**config.mk**
```make
export PLATFORM = sky130hd
export DESIGN_NAME = prescaler_two_tier
export DESIGN_NICKNAME = d
export VERILOG_FILES = /design/src/rtl/prescaler_pkg.sv /design/src/rtl/prs_sel_pending.sv /design/src/rtl/prs_div_counter.sv /design/src/rtl/prs_ratio_tier.sv /design/src/rtl/prescaler_two_tier.sv
export SDC_FILE = /design/constraint.sdc
export NUM_CORES = 1
export LEC_CHECK = 0
export ABC_CLOCK_PERIOD_IN_PS = 5670
export BUFFER_PORTS_ARGS = -buffer_cell sky130_fd_sc_hd__buf_4
export CORE_MARGIN = 3
export CORE_UTILIZATION = 50
export DETAILED_ROUTE_END_ITERATION = 16
export HOLD_SLACK_MARGIN = 0.12
export PLACE_DENSITY = 0.71
export SLEW_MARGIN = 5
export SYNTH_ARGS = -nofsm -noshare
export SYNTH_HDL_FRONTEND = slang
export SYNTH_HIERARCHICAL = 1
export SYNTH_SLANG_ARGS = --single-unit
```
**constraint.sdc**
```tcl
create_clock -name clk -period 5.67 [get_ports clk]
set_input_delay 0 -clock clk [delete_from_list [all_inputs] [get_ports clk]]
set_output_delay 0 -clock clk [all_outputs]
set_load 0.01 [all_outputs]
```
**src/rtl/prescaler_pkg.sv**
```systemverilog
package prescaler_pkg;
    // Default field widths and code limits for the two-tier prescaler
    localparam int HS_SEL_W_DEF    = 4;
    localparam int MS_SEL_W_DEF    = 2;
    localparam int HS_MAX_CODE_DEF = 9;
    localparam int MS_MAX_CODE_DEF = 2;
endpackage

```
**src/rtl/prs_sel_pending.sv**
```systemverilog
// Holds a requested ratio code until the divider accepts it.
module prs_sel_pending #(
    parameter int SEL_W    = 4,
    parameter int CODE_W   = 4,
    parameter int MAX_CODE = 9
) (
    input  logic              clk,
    input  logic              rst_n,
    input  logic              wr_i,
    input  logic [SEL_W-1:0]  data_i,
    input  logic              take_i,
    output logic [CODE_W-1:0] pend_code_o,
    output logic              valid_o
);
    typedef struct packed {
        logic [CODE_W-1:0] code;
        logic              valid;
    } pend_t;

    pend_t pend_d, pend_q;
    logic [CODE_W-1:0] capped;

    always_comb begin
        capped = (data_i > SEL_W'(MAX_CODE)) ? CODE_W'(MAX_CODE) : CODE_W'(data_i);
        pend_d = pend_q;
        if (wr_i) begin
            pend_d.code  = capped;
            pend_d.valid = 1'b1;
        end else if (take_i) begin
            pend_d.valid = 1'b0;
        end
    end

    always_ff @(posedge clk) begin
        if (!rst_n) pend_q <= '0;
        else        pend_q <= pend_d;
    end

    assign pend_code_o = pend_q.code;
    assign valid_o     = pend_q.valid;

    // a write is always followed by a pending request
    assert_write_marks_busy_R5: assert property (@(posedge clk) disable iff (!rst_n)
        wr_i |=> valid_o);
endmodule

```
**src/rtl/prs_div_counter.sv**
```systemverilog
// Counts steps and emits a strobe at the terminal count of 2^act.
module prs_div_counter #(
    parameter int CODE_W   = 4,
    parameter int MAX_CODE = 9,
    parameter int CNT_W    = (MAX_CODE > 0) ? MAX_CODE : 1
) (
    input  logic              clk,
    input  logic              rst_n,
    input  logic              step_i,
    input  logic              pend_valid_i,
    input  logic [CODE_W-1:0] pend_code_i,
    output logic              tick_o,
    output logic              take_o,
    output logic [CODE_W-1:0] act_o
);
    typedef struct packed {
        logic [CNT_W-1:0]  cnt;
        logic [CODE_W-1:0] act;
    } div_t;

    div_t div_d, div_q;
    logic [CNT_W:0]   span;
    logic [CNT_W-1:0] lim;
    logic             at_end;

    always_comb begin
        span   = (CNT_W+1)'(1) << div_q.act;
        lim    = CNT_W'(span - (CNT_W+1)'(1));
        at_end = (div_q.cnt == lim);
        tick_o = step_i && at_end;
        take_o = tick_o && pend_valid_i;
        div_d  = div_q;
        if (tick_o) begin
            div_d.cnt = '0;
            if (pend_valid_i) div_d.act = pend_code_i;
        end else if (step_i) begin
            div_d.cnt = div_q.cnt + 1'b1;
        end
    end

    always_ff @(posedge clk) begin
        if (!rst_n) div_q <= '0;
        else        div_q <= div_d;
    end

    assign act_o = div_q.act;

    // the active code moves only on the edge that closed an interval
    assert_apply_on_terminal_R6: assert property (@(posedge clk) disable iff (!rst_n)
        (div_q.act != $past(div_q.act)) |-> $past(tick_o));

    // the active code never exceeds its cap
    assert_act_capped_R2: assert property (@(posedge clk) disable iff (!rst_n)
        div_q.act <= CODE_W'(MAX_CODE));
endmodule

```
**src/rtl/prs_ratio_tier.sv**
```systemverilog
// One divider tier: pending request plus counter.
module prs_ratio_tier #(
    parameter int SEL_W    = 4,
    parameter int MAX_CODE = 9,
    parameter int BOUND    = 512,
    localparam int CODE_W  = $clog2(MAX_CODE + 1),
    localparam int WAIT_W  = $clog2(BOUND + 1) + 1
) (
    input  logic              clk,
    input  logic              rst_n,
    input  logic              step_i,
    input  logic              wr_i,
    input  logic [SEL_W-1:0]  data_i,
    output logic              tick_o,
    output logic [CODE_W-1:0] act_o,
    output logic              busy_o
);
    logic [CODE_W-1:0] pend_code;
    logic              take;

    prs_sel_pending #(.SEL_W(SEL_W), .CODE_W(CODE_W), .MAX_CODE(MAX_CODE)) u_pend (
        .clk        (clk),
        .rst_n      (rst_n),
        .wr_i       (wr_i),
        .data_i     (data_i),
        .take_i     (take),
        .pend_code_o(pend_code),
        .valid_o    (busy_o)
    );

    prs_div_counter #(.CODE_W(CODE_W), .MAX_CODE(MAX_CODE)) u_cnt (
        .clk         (clk),
        .rst_n       (rst_n),
        .step_i      (step_i),
        .pend_valid_i(busy_o),
        .pend_code_i (pend_code),
        .tick_o      (tick_o),
        .take_o      (take),
        .act_o       (act_o)
    );

    // Checker: cycles spent busy since the latest write
    logic [WAIT_W-1:0] wait_q;
    always_ff @(posedge clk) begin
        if (!rst_n || wr_i || !busy_o) wait_q <= '0;
        else                           wait_q <= wait_q + 1'b1;
    end

    // a pending change is applied within the bound of this tier
    assert_busy_bounded_R7: assert property (@(posedge clk) disable iff (!rst_n)
        busy_o |-> (wait_q < WAIT_W'(BOUND)));
endmodule

```
**src/rtl/prescaler_two_tier.sv**
```systemverilog
module prescaler_two_tier #(
    parameter int HS_SEL_W    = prescaler_pkg::HS_SEL_W_DEF,
    parameter int MS_SEL_W    = prescaler_pkg::MS_SEL_W_DEF,
    parameter int HS_MAX_CODE = prescaler_pkg::HS_MAX_CODE_DEF,
    parameter int MS_MAX_CODE = prescaler_pkg::MS_MAX_CODE_DEF
) (
    input  logic                hs_wr,
    input  logic                clk,
    input  logic                rst_n,
    input  logic [HS_SEL_W-1:0] hs_sel,
    input  logic                ms_wr,
    input  logic [MS_SEL_W-1:0] ms_sel,
    output logic                hs_tick,
    output logic                ms_tick,
    output logic [HS_SEL_W-1:0] hs_status,
    output logic [MS_SEL_W-1:0] ms_status,
    output logic                hs_busy,
    output logic                ms_busy
);
    localparam int HS_CODE_W = $clog2(HS_MAX_CODE + 1);
    localparam int MS_CODE_W = $clog2(MS_MAX_CODE + 1);
    localparam int HS_BOUND  = 1 << HS_MAX_CODE;
    localparam int MS_BOUND  = (1 << MS_MAX_CODE) * HS_BOUND;

    logic [HS_CODE_W-1:0] hs_act;
    logic [MS_CODE_W-1:0] ms_act;

    prs_ratio_tier #(.SEL_W(HS_SEL_W), .MAX_CODE(HS_MAX_CODE), .BOUND(HS_BOUND)) u_fast (
        .clk   (clk),
        .rst_n (rst_n),
        .step_i(1'b1),
        .wr_i  (hs_wr),
        .data_i(hs_sel),
        .tick_o(hs_tick),
        .act_o (hs_act),
        .busy_o(hs_busy)
    );

    prs_ratio_tier #(.SEL_W(MS_SEL_W), .MAX_CODE(MS_MAX_CODE), .BOUND(MS_BOUND)) u_slow (
        .clk   (clk),
        .rst_n (rst_n),
        .step_i(hs_tick),
        .wr_i  (ms_wr),
        .data_i(ms_sel),
        .tick_o(ms_tick),
        .act_o (ms_act),
        .busy_o(ms_busy)
    );

    assign hs_status = HS_SEL_W'(hs_act);
    assign ms_status = MS_SEL_W'(ms_act);

    // slow strobe nests inside the fast strobe
    assert_ms_only_with_hs_R4: assert property (@(posedge clk) disable iff (!rst_n)
        ms_tick |-> hs_tick);

    // slow status never reports a code above its cap
    assert_ms_status_capped_R3: assert property (@(posedge clk) disable iff (!rst_n)
        ms_status <= MS_SEL_W'(MS_MAX_CODE));
endmodule

```
# [Yosys cells after proc, flatten, opt, wreduce, memory -nomap -nowiden]
# Cells that the tools add are included.
[classes] add_sub_neg=4 order_cmp=2 eq_ne=2 shifts=2 n_mux=6 n_bitwise=1 n_reduce_logical=9
[op_table] op="adder 9 x 1 -> 9 bit (second input constant)" count=1
[op_table] op="equality test 9 bit" count=1
[op_table] op="<< shifter 1 x 4 -> 9 bit (first input constant)" count=1
[op_table] op="subtractor 9 x 1 -> 9 bit (second input constant)" count=1
[op_table] op="greater-than comparator 4 bit (second input constant)" count=1
[op_table] op="two-way mux 1 bit" count=4
[op_table] op="two-way mux 4 bit" count=1
[op_table] op="AND reduction 2 bit" count=2
[op_table] op="nonzero test 2 bit" count=2
[op_table] op="OR reduction 2 bit" count=2
[op_table] op="logical AND 1 bit" count=3
[op_table] op="adder 2 x 1 -> 2 bit (second input constant)" count=1
[op_table] op="equality test 2 bit" count=1
[op_table] op="greater-than comparator 2 bit (second input constant)" count=1
[op_table] op="two-way mux 2 bit" count=1
[op_table] op="<< shifter 1 x 2 -> 2 bit (first input constant)" count=1
[op_table] op="subtractor 2 x 1 -> 2 bit (second input constant)" count=1
[op_table] op="inverter 1 bit" count=1
[word_totals] reg_bits=25 inputBits=10 output_inout_bits=10 elab_cells=34

# [Depth between registers and ports, before layout]
# Gate-level depths: netlist of run 1.
[depth] word_depth=7 depth_mapped=15 ltp_nobuf=13

# [Modules after synthesis]
# The synthesis of run 1 kept the hierarchy.
[by_module_without_submodules] mod="prs_div_counter at u_fast.u_cnt" n_inst=1 cells_per_inst=117 area_per_inst_um2=963.4
[by_module_without_submodules] mod="prs_div_counter at u_slow.u_cnt" n_inst=1 cells_per_inst=26 area_per_inst_um2=232.7
[by_module_without_submodules] mod="prs_sel_pending at u_fast.u_pend" n_inst=1 cells_per_inst=20 area_per_inst_um2=226.5
[by_module_without_submodules] mod="prs_sel_pending at u_slow.u_pend" n_inst=1 cells_per_inst=10 area_per_inst_um2=110.1
[by_module_without_submodules] mod="prescaler_two_tier" n_inst=1 cells_per_inst=1 area_per_inst_um2=3.8

# [Worst setup path after synthesis of run 1]
# OpenSTA, ideal clock, no wires.
[synth_timing] kind="register to register" from="reg u_fast.u_cnt.div_q, in the netlist u_fast/u_cnt/act_o[3]" to="reg u_slow.u_pend.pend_q, in the netlist u_slow/u_pend/valid_o" setup_time_ps=115 t_arrival_ps=2811 required_ps=5555 setup_slack_ps=2745 stages_incl_launch_ff=15 n_path_buf=1 synth_period_minus_slack_ps=2925 cell_sequence="dfxtp_1 > buf_2 > nor2_1 > nand3b_1 > ha_1 > or4_4 > and2_4 > o221ai_2 > and4_4 > nand2_4 > inv_1 > nand4bb_1 > o22ai_2 > nor2b_1 > o21a_1"
[synth_via] elab_chain_len=6
[synth_lines] element="from (decl)" line="prs_div_counter.sv:21" text="div_t div_d, div_q;"
[synth_lines] element="from (signal assigned)" line="prs_div_counter.sv:43" text="else div_q <= div_d;"
[synth_lines] element="<< shifter 1 x 4 -> 9 bit" line="prs_div_counter.sv:27" text="span = (CNT_W+1)'(1) << div_q.act;"
[synth_lines] element="subtractor 9 x 1 -> 9 bit" line="prs_div_counter.sv:28" text="lim = CNT_W'(span - (CNT_W+1)'(1));"
[synth_lines] element="equality test 9 bit" line="prs_div_counter.sv:29" text="at_end = (div_q.cnt == lim);"
[synth_lines] element="named net hs_tick" line="prescaler_two_tier.sv:13" text="output logic hs_tick,"
[synth_lines] element="logical AND 1 bit" line="prs_div_counter.sv:30" text="tick_o = step_i && at_end;"
[synth_lines] element="logical AND 1 bit" line="prs_div_counter.sv:31" text="take_o = tick_o && pend_valid_i;"
[synth_lines] element="named net u_slow.take" line="prs_ratio_tier.sv:19" text="logic take;"
[synth_lines] element="nonzero test 2 bit (no source line)"
[synth_lines] element="to (signal assigned)" line="prs_sel_pending.sv:36" text="else pend_q <= pend_d;"
[synth_lines] element="to (decl)" line="prs_sel_pending.sv:20" text="pend_t pend_d, pend_q;"
# The timed path passes the listed nets, and every way through them passes these cells.
# A chain may end at the register's enable or synchronous reset.

# [Final worst setup path of run 1]
[layout_timing] from="reg u_fast.u_cnt.div_q, in the netlist u_fast/u_cnt/act_o[2]" to="reg u_slow.u_pend.pend_q, in the netlist u_slow/u_pend/valid_o"
[layout_via] elab_chain_len=6
[layout_lines] element="<< shifter 1 x 4 -> 9 bit" line="prs_div_counter.sv:27"
[layout_lines] element="subtractor 9 x 1 -> 9 bit" line="prs_div_counter.sv:28"
[layout_lines] element="equality test 9 bit" line="prs_div_counter.sv:29"
[layout_lines] element="logical AND 1 bit" line="prs_div_counter.sv:30"
[layout_lines] element="logical AND 1 bit" line="prs_div_counter.sv:31"
[layout_lines] element="named net u_slow.take" line="prs_ratio_tier.sv:19"
[layout_lines] element="nonzero test 2 bit (no source line)"
# The timed path passes the listed nets, and every way through them passes these cells.

==> metrics.yaml, run 1 <==
power:
  peakVddDrop_mv: 0.1135
  combinationalPowerShare_pct: 30.7
  intPower_mw: 0.2768
  p_seq_share_pct: 49.0
  power_mw: 0.4124
  powerDensity_nw_per_um2: 224.1
  p_clk_share_pct: 20.3
  swShare_pct: 32.89
  p_leak_nw: 0.7551
  p_sw_mw: 0.1357
yosys:
  synth_area_per_cell_um2: 8.830
  synth_cells: 174
  synthesis.area_um2: 1536
  yosysTopAreaCell: "dfxtp_1"
  synth_edf_count: 0
  synth.distinct_cells: 53
  ys_top_cells_by_area: "dfxtp_1, xnor2_1, nand4_1"
  synth_flop_cell: "dfxtp_1"
  ys_warn_count: 6
  synthArstFlopShare_pct: 0
  synthTopCellsByCount: "dfxtp_1, nand2_1, nand4_1"
  seq_area_frac_synth_pct: 32.57
  ys_ff_latch: 25
  synth_top_cell_area_share_pct: 32.57
  synth_nets: 186
  yosysMostFrequentCell: "dfxtp_1"
clocking:
  cts-root-buf: "clkbuf_4"
  cts_tree: "yes"
  clock_latency_ns: 0.33
  clock_sinks: 25
  hold_buffers: 18
  clk_pin_slew_ns: 0.16
  post_cts_resized: 0
  cts_setup_buffers: 0
  cts_buffers: 3
  cts_max_level: 1
  cts_buffer_depth: 2
global_route:
  grtUsageMet1_pct: 25.61
  antenna_found_initial: 0
  grtUsageMet2_pct: 31.42
  grt_overflow: 0
  first_global_vias: 1228
  grt_use_met3_pct: 3.564
  grt_pass1_wl_um: 5457
  grt.busiest_layer: "met2"
  grt_usage_pct: 19.23
  grt_max_degree: 28
setup_path:
  arrival_ns: 4.08
  endpoint: "u_slow/u_pend/valid_o"
  r2r-end: "u_slow/u_pend/valid_o"
  worstPathCellList: "nor2_1 > nand3b_1 > ha_1 > or4_4 > and2_4 > o221ai_2 > and4_4 > nand2_4 > inv_1 > nand4bb_1 > o22ai_2 > nor2b_1 > o21a_1 > dlygate4sd3_1"
  required_ns: 5.88
  path_max_fanout: 13
  startpoint: "u_fast/u_cnt/act_o[2]"
  crit_type: "reg -> reg"
  endpoint_kind: "flip-flop"
  critPathSlowestCell: "dlygate4sd3_1"
  start_kind: "flip-flop"
  max_stage_delay_ns: 0.56
  reg2regPathDepth: 14
  rrSetupSlack_ns: 1.80
  reg2reg_from: "u_fast/u_cnt/act_o[2]"
floorplan:
  die_x_um: 61.44
  rows: 19
  io_pins: 20
  die_area_um2: 3774
  die_h_um: 61.44
  start_util_pct: 53.86
  coreArea_um2: 2853
timing:
  setup_tns_ns: 0
  setup_viol_count_final: 0
  slew_headroom_pct: 65.44
  finalHoldViolations: 0
  finalClockSkew_ns: 0.02107
  tightest_slew_ns: 0.5177
  max_freq_mhz: 258.6
  maxSlewViolCount: 0
  period_needed_ns: 3.867
  holdWs_ns: 0.4898
  period_share_pct: 68.19
  rsz0062_at_grt: "false"
finish:
  nNetsFinal: 214
  syn2layout_area_growth_pct: 19.79
  drive_gt1_share_pct: 19.40
  nFillCells: 238
  layout.area.seq_um2: 500.5
  multiInputGateArea_um2: 933.4
  num_antenna_cells: 0
worst_hold_path:
  hp-class: "in -> reg"
drt:
  dr.pass1.iters: 4
  finalWirelength_um: 3428
  drc: 0
  drt_iter0_drc: 141
  detail_route.wl_per_cell_um: 14.78
  via_count: 1336
  routed_via_density: 5.759
  ant_nets: 0
place:
  port_buffers: 19
  dp_hpwl_um: 2188
  globalplace.congestion: 0.8629
job:
  drv_cap: 0
outcome:
  status: "finished, final reports clean"
-- logic make-up after synthesis --
family,Yosys count,synth area share (%)
xor gates and xnor gates,16,9.120
AOI/OAI and AO/OA,33,15.72
and+or+nand+nor,74,30.70
other,1,0.2441
buffers and inverters,18,6.677
muxes,5,3.339
adders and majority gates,2,1.628
DFF,25,32.57
-- state kept, by name, summed over array words and instances, names as in the netlist --
name / flops
u_fast/u_pend/pend_code_o: 4
u_fast/u_cnt/act_o: 4
u_slow/u_pend/valid_o: 1
u_fast/u_cnt/div_q: 9
u_fast/u_pend/valid_o: 1
u_slow/u_cnt/div_q: 2
u_slow/u_pend/pend_code_o: 2
u_slow/u_cnt/act_o: 2
-- worst min path at each step --
stage                    from                           end  slack [ns]  cells after the start
global placement        ms_wr         u_slow/u_pend/valid_o        0.24                      2
global route        hs_sel[0]  u_fast/u_pend/pend_code_o[0]        0.49                      4
finish              hs_sel[0]  u_fast/u_pend/pend_code_o[0]        0.49                      4
CTS                 hs_sel[0]  u_fast/u_pend/pend_code_o[0]        0.47                      4
floorplan               rst_n         u_fast/u_pend/valid_o        0.12                      1
detailed placement      hs_wr  u_fast/u_pend/pend_code_o[0]        0.27                      2
-- through the flow --
step / cell area [um2] / std cells / setup WS, ns / util (%)
floorplan: 1536 / 174 / 2.745 / -
global placement: 1630 / 210 / 2.545 / 57.15
detailed placement: 1630 / 210 / 2.387 / 57.15
CTS: 1841 / 232 / 1.812 / 64.52
global route: 1841 / 232 / 1.596 / 64.52
finish: 1841 / 232 / 1.803 / 64.52
-- layer usage --
metal	vias up	share of wire, %
li1	672	-
met1	635	48
met2	23	48
met3	6	2.4
met4	0	1.6
met5	-	0
-- worst max-delay path, delay by kind of cell (launching register included) --
| kind | cells | cell delay (ns) |
|---|---|---|
| AND/OR/NAND/NOR | 8 | 1.59 |
| buffers and inverters | 2 | 0.76 |
| AO/OA/AOI/OAI | 3 | 0.60 |
| flip-flops | 1 | 0.48 |
| adder cells (fa/ha/maj) | 1 | 0.32 |
-- cell usage in the layout, fill, tap and decap left out, types with 3 or more instances in the layout --
master	n
xnor2_1	10
nand3_1	6
and3_1	9
dfxtp_1	25
inv_1	4
o21ai_0	9
nor2b_1	5
nand4_1	11
nand2_1	14
o21a_1	3
mux2i_1	4
dlygate4sd3_1	18
a21boi_1	4
xor2_1	6
clkbuf_4	3
buf_4	19
nor2_1	6
nand3b_1	4
-- power by group through the flow --
stage,sequential [mW],clock [mW],combinational (mW)
floorplan,0.200,0,0.0872
global placement,0.205,0,0.110
detailed placement,0.205,0,0.115
CTS,0.201,0.0845,0.125
global route,0.204,0.0927,0.137
finish,0.202,0.0839,0.126
-- area by class of cell --
class	count	share of cell area, %
Tap cell	31	2.107
Clock buffer	3	1.224
Clock inverter	1	0.4079
Multi-Input combinational cell	131	50.71
Timing Repair Buffer	37	17.54
Sequential cell	25	27.19
Inverter	4	0.8158
(Power assumes the default switching activity.)
==> run 2, diff against run 1 <==
--- a/config.mk
+++ b/config.mk
@@ -5,7 +5,7 @@
 export SDC_FILE = /design/constraint.sdc
 export NUM_CORES = 1
 export LEC_CHECK = 0
-export ABC_CLOCK_PERIOD_IN_PS = 5670
+export ABC_CLOCK_PERIOD_IN_PS = 3600
 export BUFFER_PORTS_ARGS = -buffer_cell sky130_fd_sc_hd__buf_4
 export CORE_MARGIN = 3
 export CORE_UTILIZATION = 50
==> constraint.sdc (replaced) <==
create_clock -name clk -period 3.6 [get_ports clk]
set_input_delay 0 -clock clk [delete_from_list [all_inputs] [get_ports clk]]
set_output_delay 0 -clock clk [all_outputs]
set_load 0.01 [all_outputs]
==> metrics.yaml, run 2 (synthesis results as in run 1) <==
setup_path:
  endpoint_kind: "flip-flop"
  arrival_ns: 3.43  # -0.65 ns
  path_max_fanout: 12  # -1
  crit_type: "reg -> reg"
  start_kind: "flip-flop"
  required_ns: 3.84  # -2.04 ns
power:
  p_leak_nw: 0.7441  # -1.5%
  peakVddDrop_mv: 0.2658  # +130%
  combinationalPowerShare_pct: 30.6  # about the same
  intPower_mw: 0.4344  # +57%
  swShare_pct: 32.50  # -0.40 points
  powerDensity_nw_per_um2: 356.7  # +59%
  p_seq_share_pct: 49.0  # about the same
  p_sw_mw: 0.2092  # +54%
  p_clk_share_pct: 20.5  # +0.2 points
global_route:
  first_global_vias: 1152  # -6.2%
  grt_overflow: 0  # unchanged
  antenna_found_initial: 0  # unchanged
  grt_usage_pct: 18.43  # -0.80 points
  grt_pass1_wl_um: 5223  # -4.3%
  grt_max_degree: 28  # unchanged
drt:
  routed_via_density: 5.795  # +0.63%
  finalWirelength_um: 3268  # -4.7%
  top_layer_used: "met4"
  drc: 0  # unchanged
  dr.pass1.iters: 4  # unchanged
  ant_nets: 0  # unchanged
  route.met2.wl_um: 1501  # -8.4%
  drt-met1-wl_um: 1573  # -4.8%
  drt_iter0_drc: 104  # -26%
  detail_route.wl_per_cell_um: 14.27  # -3.4%
  route.met3.wl_um: 163  # +99%
  via_count: 1327  # -0.67%
floorplan:
  rows: 19  # unchanged
  coreArea_um2: 2853  # unchanged
  die_x_um: 61.44  # unchanged
  die_area_um2: 3774  # unchanged
  start_util_pct: 53.86  # unchanged
  io_pins: 20  # unchanged
  die_h_um: 61.44  # unchanged
finish:
  syn2layout_area_growth_pct: 17.43
  mostFrequentLayoutCells: "dfxtp_1, buf_4, nand2_1, dlygate4sd3_1, nand4_1"
  drive_gt1_share_pct: 21.21  # +1.8 points
  nNetsFinal: 211  # -1.4%
  largest_register_ffs: 9  # unchanged
  design_area_um2: 1804  # -2.0%
  num_antenna_cells: 0  # unchanged
  postLayoutCoreUtil_pct: 63.25  # -1.3 points
  top_register: "u_fast/u_cnt/div_q"
  layout_commonest_cell: "dfxtp_1"
clocking:
  cts_buffers: 3  # unchanged
  clock_latency_ns: 0.32  # about the same
  cts-root-buf: "clkbuf_4"
  cts_setup_buffers: 0  # unchanged
  clk_pin_slew_ns: 0.14  # -0.02 ns
  cts_buffer_depth: 2  # unchanged
  clock_sinks: 25  # unchanged
  cts_tree: "yes"
  cts_max_level: 1  # unchanged
timing:
  finalHoldViolations: 0  # unchanged
  finalClockSkew_ns: 0.009132  # -0.01194 ns
  period_needed_ns: 3.195  # -0.6720 ns
  setup_viol_count_final: 0  # unchanged
  setup_tns_ns: 0  # unchanged
  period_share_pct: 88.74  # +21 points
  setup_ws_ns: 0.4054  # -1.398 ns
  max_freq_mhz: 313.0  # +21%
  rsz0062_at_grt: "false"
  holdWs_ns: 0.4495  # -0.04031 ns
  maxSlewViolCount: 0  # unchanged
outcome:
  status: "finished, final reports clean"
place:
  postPlaceCellArea_um2: 1653  # +1.4%
  dp_hpwl_um: 2262  # +3.4%
  globalplace.congestion: 0.8296  # -3.9%
  port_buffers: 19  # unchanged
  dp_worst_setup_slack_ns: 0.4662  # -1.921 ns
job:
  drv_cap: 0  # unchanged
worst_hold_path:
  hp-class: "in -> reg"
-- run 2: cell count changes in the layout (fill, tap and decap cells not counted), sizes merged --
cell / change
dlygate4sd3: -6
clkinvlp: -1
buf: +3
inv: +1
-- run 2: stage by stage --
stage / instances / total power [mW]
after global routing: 229 / 0.6835
after floorplan: 174 / 0.4526
after global placement: 213 / 0.4977
after CTS: 229 / 0.6466
after detailed placement: 213 / 0.5047
final: 229 / 0.6436
-- run 2: timing repair --
item	4_1_cts	5_1_grt
hold endpoints to repair	25	0
gates resized for setup	0	0
setup endpoints to repair	0	0
hold buffers	12	0
-- run 2: power by group through the flow --
stage / registers, mW / logic, mW / clock network, mW
after floorplan: 0.315 / 0.137 / 0
after global placement: 0.320 / 0.178 / 0
after CTS: 0.315 / 0.194 / 0.138
final: 0.315 / 0.197 / 0.132
after global routing: 0.319 / 0.215 / 0.150
after detailed placement: 0.321 / 0.184 / 0
-- run 2: layer usage --
layer | vias to the layer above | global-route usage [%]
met2 | 40 | 28.85
met3 | 4 | 4.403
met1 | 615 | 26.05
met4 | 0 | 3.636
li1 | 668 | -
met5 | - | 0
-- run 2: final cells by class --
cell class                      count  area (um2)
Tap cell                           31       38.79
Inverter                            4       15.01
Sequential cell                    25       500.5
Clock inverter                      1       8.758
Clock buffer                        3       22.52
Fill cell                         235        1049
Multi-Input combinational cell    131       933.4
Timing Repair Buffer               34       285.3
-- run 2: worst max-delay path, stage by stage, from the launching register on --
cell and delay (ns):
dfxtp_1 0.60, nand3b_1 0.14, ha_1 0.33, or4_4 0.46, and2_4 0.15, o221ai_2 0.20
and4_4 0.30, nand2_4 0.09, inv_1 0.21, nand4bb_1 0.15, o22ai_2 0.25, nor2b_1 0.08
o21a_1 0.16
-- run 2: final timing paths --
check                           depth (start not counted)                    end                         start  slack (ns)
worst max-delay path                                   12  u_slow/u_pend/valid_o         u_fast/u_cnt/act_o[0]        0.41
worst min-delay path                                    3  u_slow/u_pend/valid_o                         ms_wr        0.45
worst max register to register                         12  u_slow/u_pend/valid_o         u_fast/u_cnt/act_o[0]        0.41
worst min register to register                          2  u_slow/u_cnt/act_o[1]  u_slow/u_pend/pend_code_o[1]        0.49
==> run 3, diff against run 2 <==
--- a/config.mk
+++ b/config.mk
@@ -8,10 +8,10 @@
 export ABC_CLOCK_PERIOD_IN_PS = 3600
 export BUFFER_PORTS_ARGS = -buffer_cell sky130_fd_sc_hd__buf_4
 export CORE_MARGIN = 3
-export CORE_UTILIZATION = 50
+export CORE_UTILIZATION = 37
 export DETAILED_ROUTE_END_ITERATION = 16
 export HOLD_SLACK_MARGIN = 0.12
-export PLACE_DENSITY = 0.71
+export PLACE_DENSITY = 0.6
 export SLEW_MARGIN = 5
 export SYNTH_ARGS = -nofsm -noshare
 export SYNTH_HDL_FRONTEND = slang
==> metrics.yaml, run 3 (synthesis results as in run 1) <==
outcome:
  status: "finished, final reports clean"
clocking:
  clock_latency_ns: 0.27  # -0.05 ns
  cts_buffer_depth: 2  # unchanged
  post_cts_resized: 0  # unchanged
  cts_tree: "yes"
  cts_buffers: 3  # unchanged
  cts-root-buf: "clkbuf_8"
  cts_setup_buffers: 0  # unchanged
  cts_max_level: 1  # unchanged
  clk_pin_slew_ns: 0.09  # -0.05 ns
  clock_sinks: 25  # unchanged
  hold_buffers: 12  # unchanged
worst_hold_path:
  hp-class: "reg -> reg"
  hold-path-cell-count: 2  # -1
  holdCritStartpoint: "u_slow/u_pend/pend_code_o[0]"
  hold_end: "u_slow/u_cnt/act_o[0]"
setup_path:
  r2r-end: "u_slow/u_pend/valid_o"
  start_kind: "flip-flop"
  path_max_fanout: 12  # unchanged
  required_ns: 3.77  # -0.07 ns
  crit_type: "reg -> reg"
  arrival_ns: 3.32  # -0.11 ns
  rrSetupSlack_ns: 0.45  # +0.05 ns
  endpoint_kind: "flip-flop"
  reg2regPathDepth: 12  # unchanged
  reg2reg_from: "u_fast/u_cnt/act_o[0]"
finish:
  nFillCells: 363  # +54%
  syn2layout_area_growth_pct: 19.79
  layout_commonest_cell: "dfxtp_1"
  nNetsFinal: 211  # unchanged
  top_register: "u_fast/u_cnt/div_q"
  design_area_um2: 1841  # +2.0%
  mostFrequentLayoutCells: "dfxtp_1, buf_4, nand2_1, dlygate4sd3_1, nand4_1"
  drive_gt1_share_pct: 21.21  # unchanged
  largest_register_ffs: 9  # unchanged
  num_antenna_cells: 0  # unchanged
floorplan:
  coreArea_um2: 3826  # +34%
  die_area_um2: 4962  # +31%
  die_x_um: 70.44  # +15%
  rows: 22  # +3
  io_pins: 20  # unchanged
  start_util_pct: 40.16  # -14 points
  die_h_um: 70.44  # +15%
place:
  port_buffers: 19  # unchanged
  postPlaceCellArea_um2: 1674  # +1.3%
  globalplace.congestion: 0.7741  # -6.7%
  dp_hpwl_um: 2231  # -1.4%
drt:
  ant_nets: 0  # unchanged
  drc: 0  # unchanged
  finalWirelength_um: 3232  # -1.1%
  drt_iter0_drc: 86  # -17%
  detail_route.wl_per_cell_um: 13.14  # -7.9%
  routed_via_density: 5.276  # -8.9%
  via_count: 1298  # -2.2%
  dr.pass1.iters: 4  # unchanged
timing:
  setup_viol_count_final: 0  # unchanged
  holdWs_ns: 0.4770  # +0.02750 ns
  finalClockSkew_ns: 0.002478  # -0.006654 ns
  finalHoldViolations: 0  # unchanged
  setup_tns_ns: 0  # unchanged
  max_freq_mhz: 317.9  # +1.6%
  period_needed_ns: 3.145  # -0.04915 ns
  maxSlewViolCount: 0  # unchanged
  rsz0062_at_grt: "false"
  period_share_pct: 87.37  # -1.4 points
global_route:
  first_global_vias: 1179  # +2.3%
  grt_max_degree: 28  # unchanged
  antenna_found_initial: 0  # unchanged
  grt_pass1_wl_um: 5230  # +0.13%
  grt_usage_pct: 12.54  # -5.9 points
  grt_overflow: 0  # unchanged
power:
  p_leak_nw: 0.7573  # +1.8%
  peakVddDrop_mv: 0.2549  # -4.1%
  powerDensity_nw_per_um2: 367.7  # +3.1%
job:
  drv_cap: 0  # unchanged
## run 3: cell count changes in the layout (fill, tap and decap cells not counted)
cell	delta
clkinv_2	+1
clkbuf_8	+3
inv_6	-1
clkbuf_4	-3
## run 3: how the worst max path moves through the flow
stage | from | endpoint | slack [ns] | cells past startpoint
final | u_fast/u_cnt/act_o[0] | u_slow/u_pend/valid_o | 0.45 | 12
after global routing | u_fast/u_cnt/act_o[0] | u_slow/u_pend/valid_o | 0.20 | 12
after CTS | u_fast/u_cnt/act_o[0] | u_slow/u_pend/valid_o | 0.47 | 12
after detailed placement | u_fast/u_cnt/act_o[0] | u_slow/u_pend/valid_o | 0.48 | 12
after global placement | u_fast/u_cnt/act_o[2] | u_slow/u_pend/valid_o | 0.58 | 13
after floorplan | u_fast/u_cnt/act_o[3] | u_slow/u_pend/valid_o | 0.67 | 14
## run 3: power by group
part	internal (mW)	total, mW	switching (mW)
Sequential	0.292	0.314	0.0220
Combinational	0.0973	0.196	0.0984
Clock	0.0774	0.167	0.0895
Total	0.467	0.677	0.210
## run 3: critical path, cell delays in order (launching register included)
cell and delay, ns:
dfxtp_1 0.59, nand3b_1 0.14, ha_1 0.32, or4_4 0.45
and2_4 0.15, o221ai_2 0.19, and4_4 0.29, nand2_4 0.09
inv_1 0.19, nand4bb_1 0.14, o22ai_2 0.24, nor2b_1 0.08
o21a_1 0.16
## run 3: metrics by stage
| step | std cells | util [%] | total power, mW | worst slack (ns) |
|---|---|---|---|---|
| after floorplan | 174 | - | 0.4526 | 0.6746 |
| after global placement | 230 | 43.75 | 0.4982 | 0.5793 |
| after detailed placement | 230 | 43.75 | 0.5053 | 0.4811 |
| after CTS | 246 | 48.10 | 0.6816 | 0.4661 |
| after global routing | 246 | 48.10 | 0.7151 | 0.1999 |
| final | 246 | 48.10 | 0.6768 | 0.4546 |
## run 3: final cells by class
cell class | count | area (um2) | share of cell area [%]
Multi-Input combinational cell | 131 | 933.4 | 50.71
Timing Repair Buffer | 34 | 285.3 | 15.50
Clock buffer | 3 | 41.29 | 2.243
Clock inverter | 1 | 5.005 | 0.2719
Tap cell | 48 | 60.06 | 3.263
Inverter | 4 | 15.01 | 0.8158
Sequential cell | 25 | 500.5 | 27.19
## run 3: metal layers
layer | part of all wire (%) | routed length, um | GRT usage, % | up-vias
met1 | 47 | 1535 | 16.03 | 605
met4 | 0 | 0 | 2.340 | 0
met2 | 48 | 1555 | 21.41 | 26
met5 | 0 | 0 | 0 | -
met3 | 4.4 | 141 | 3.022 | 0
li1 | - | - | - | 667
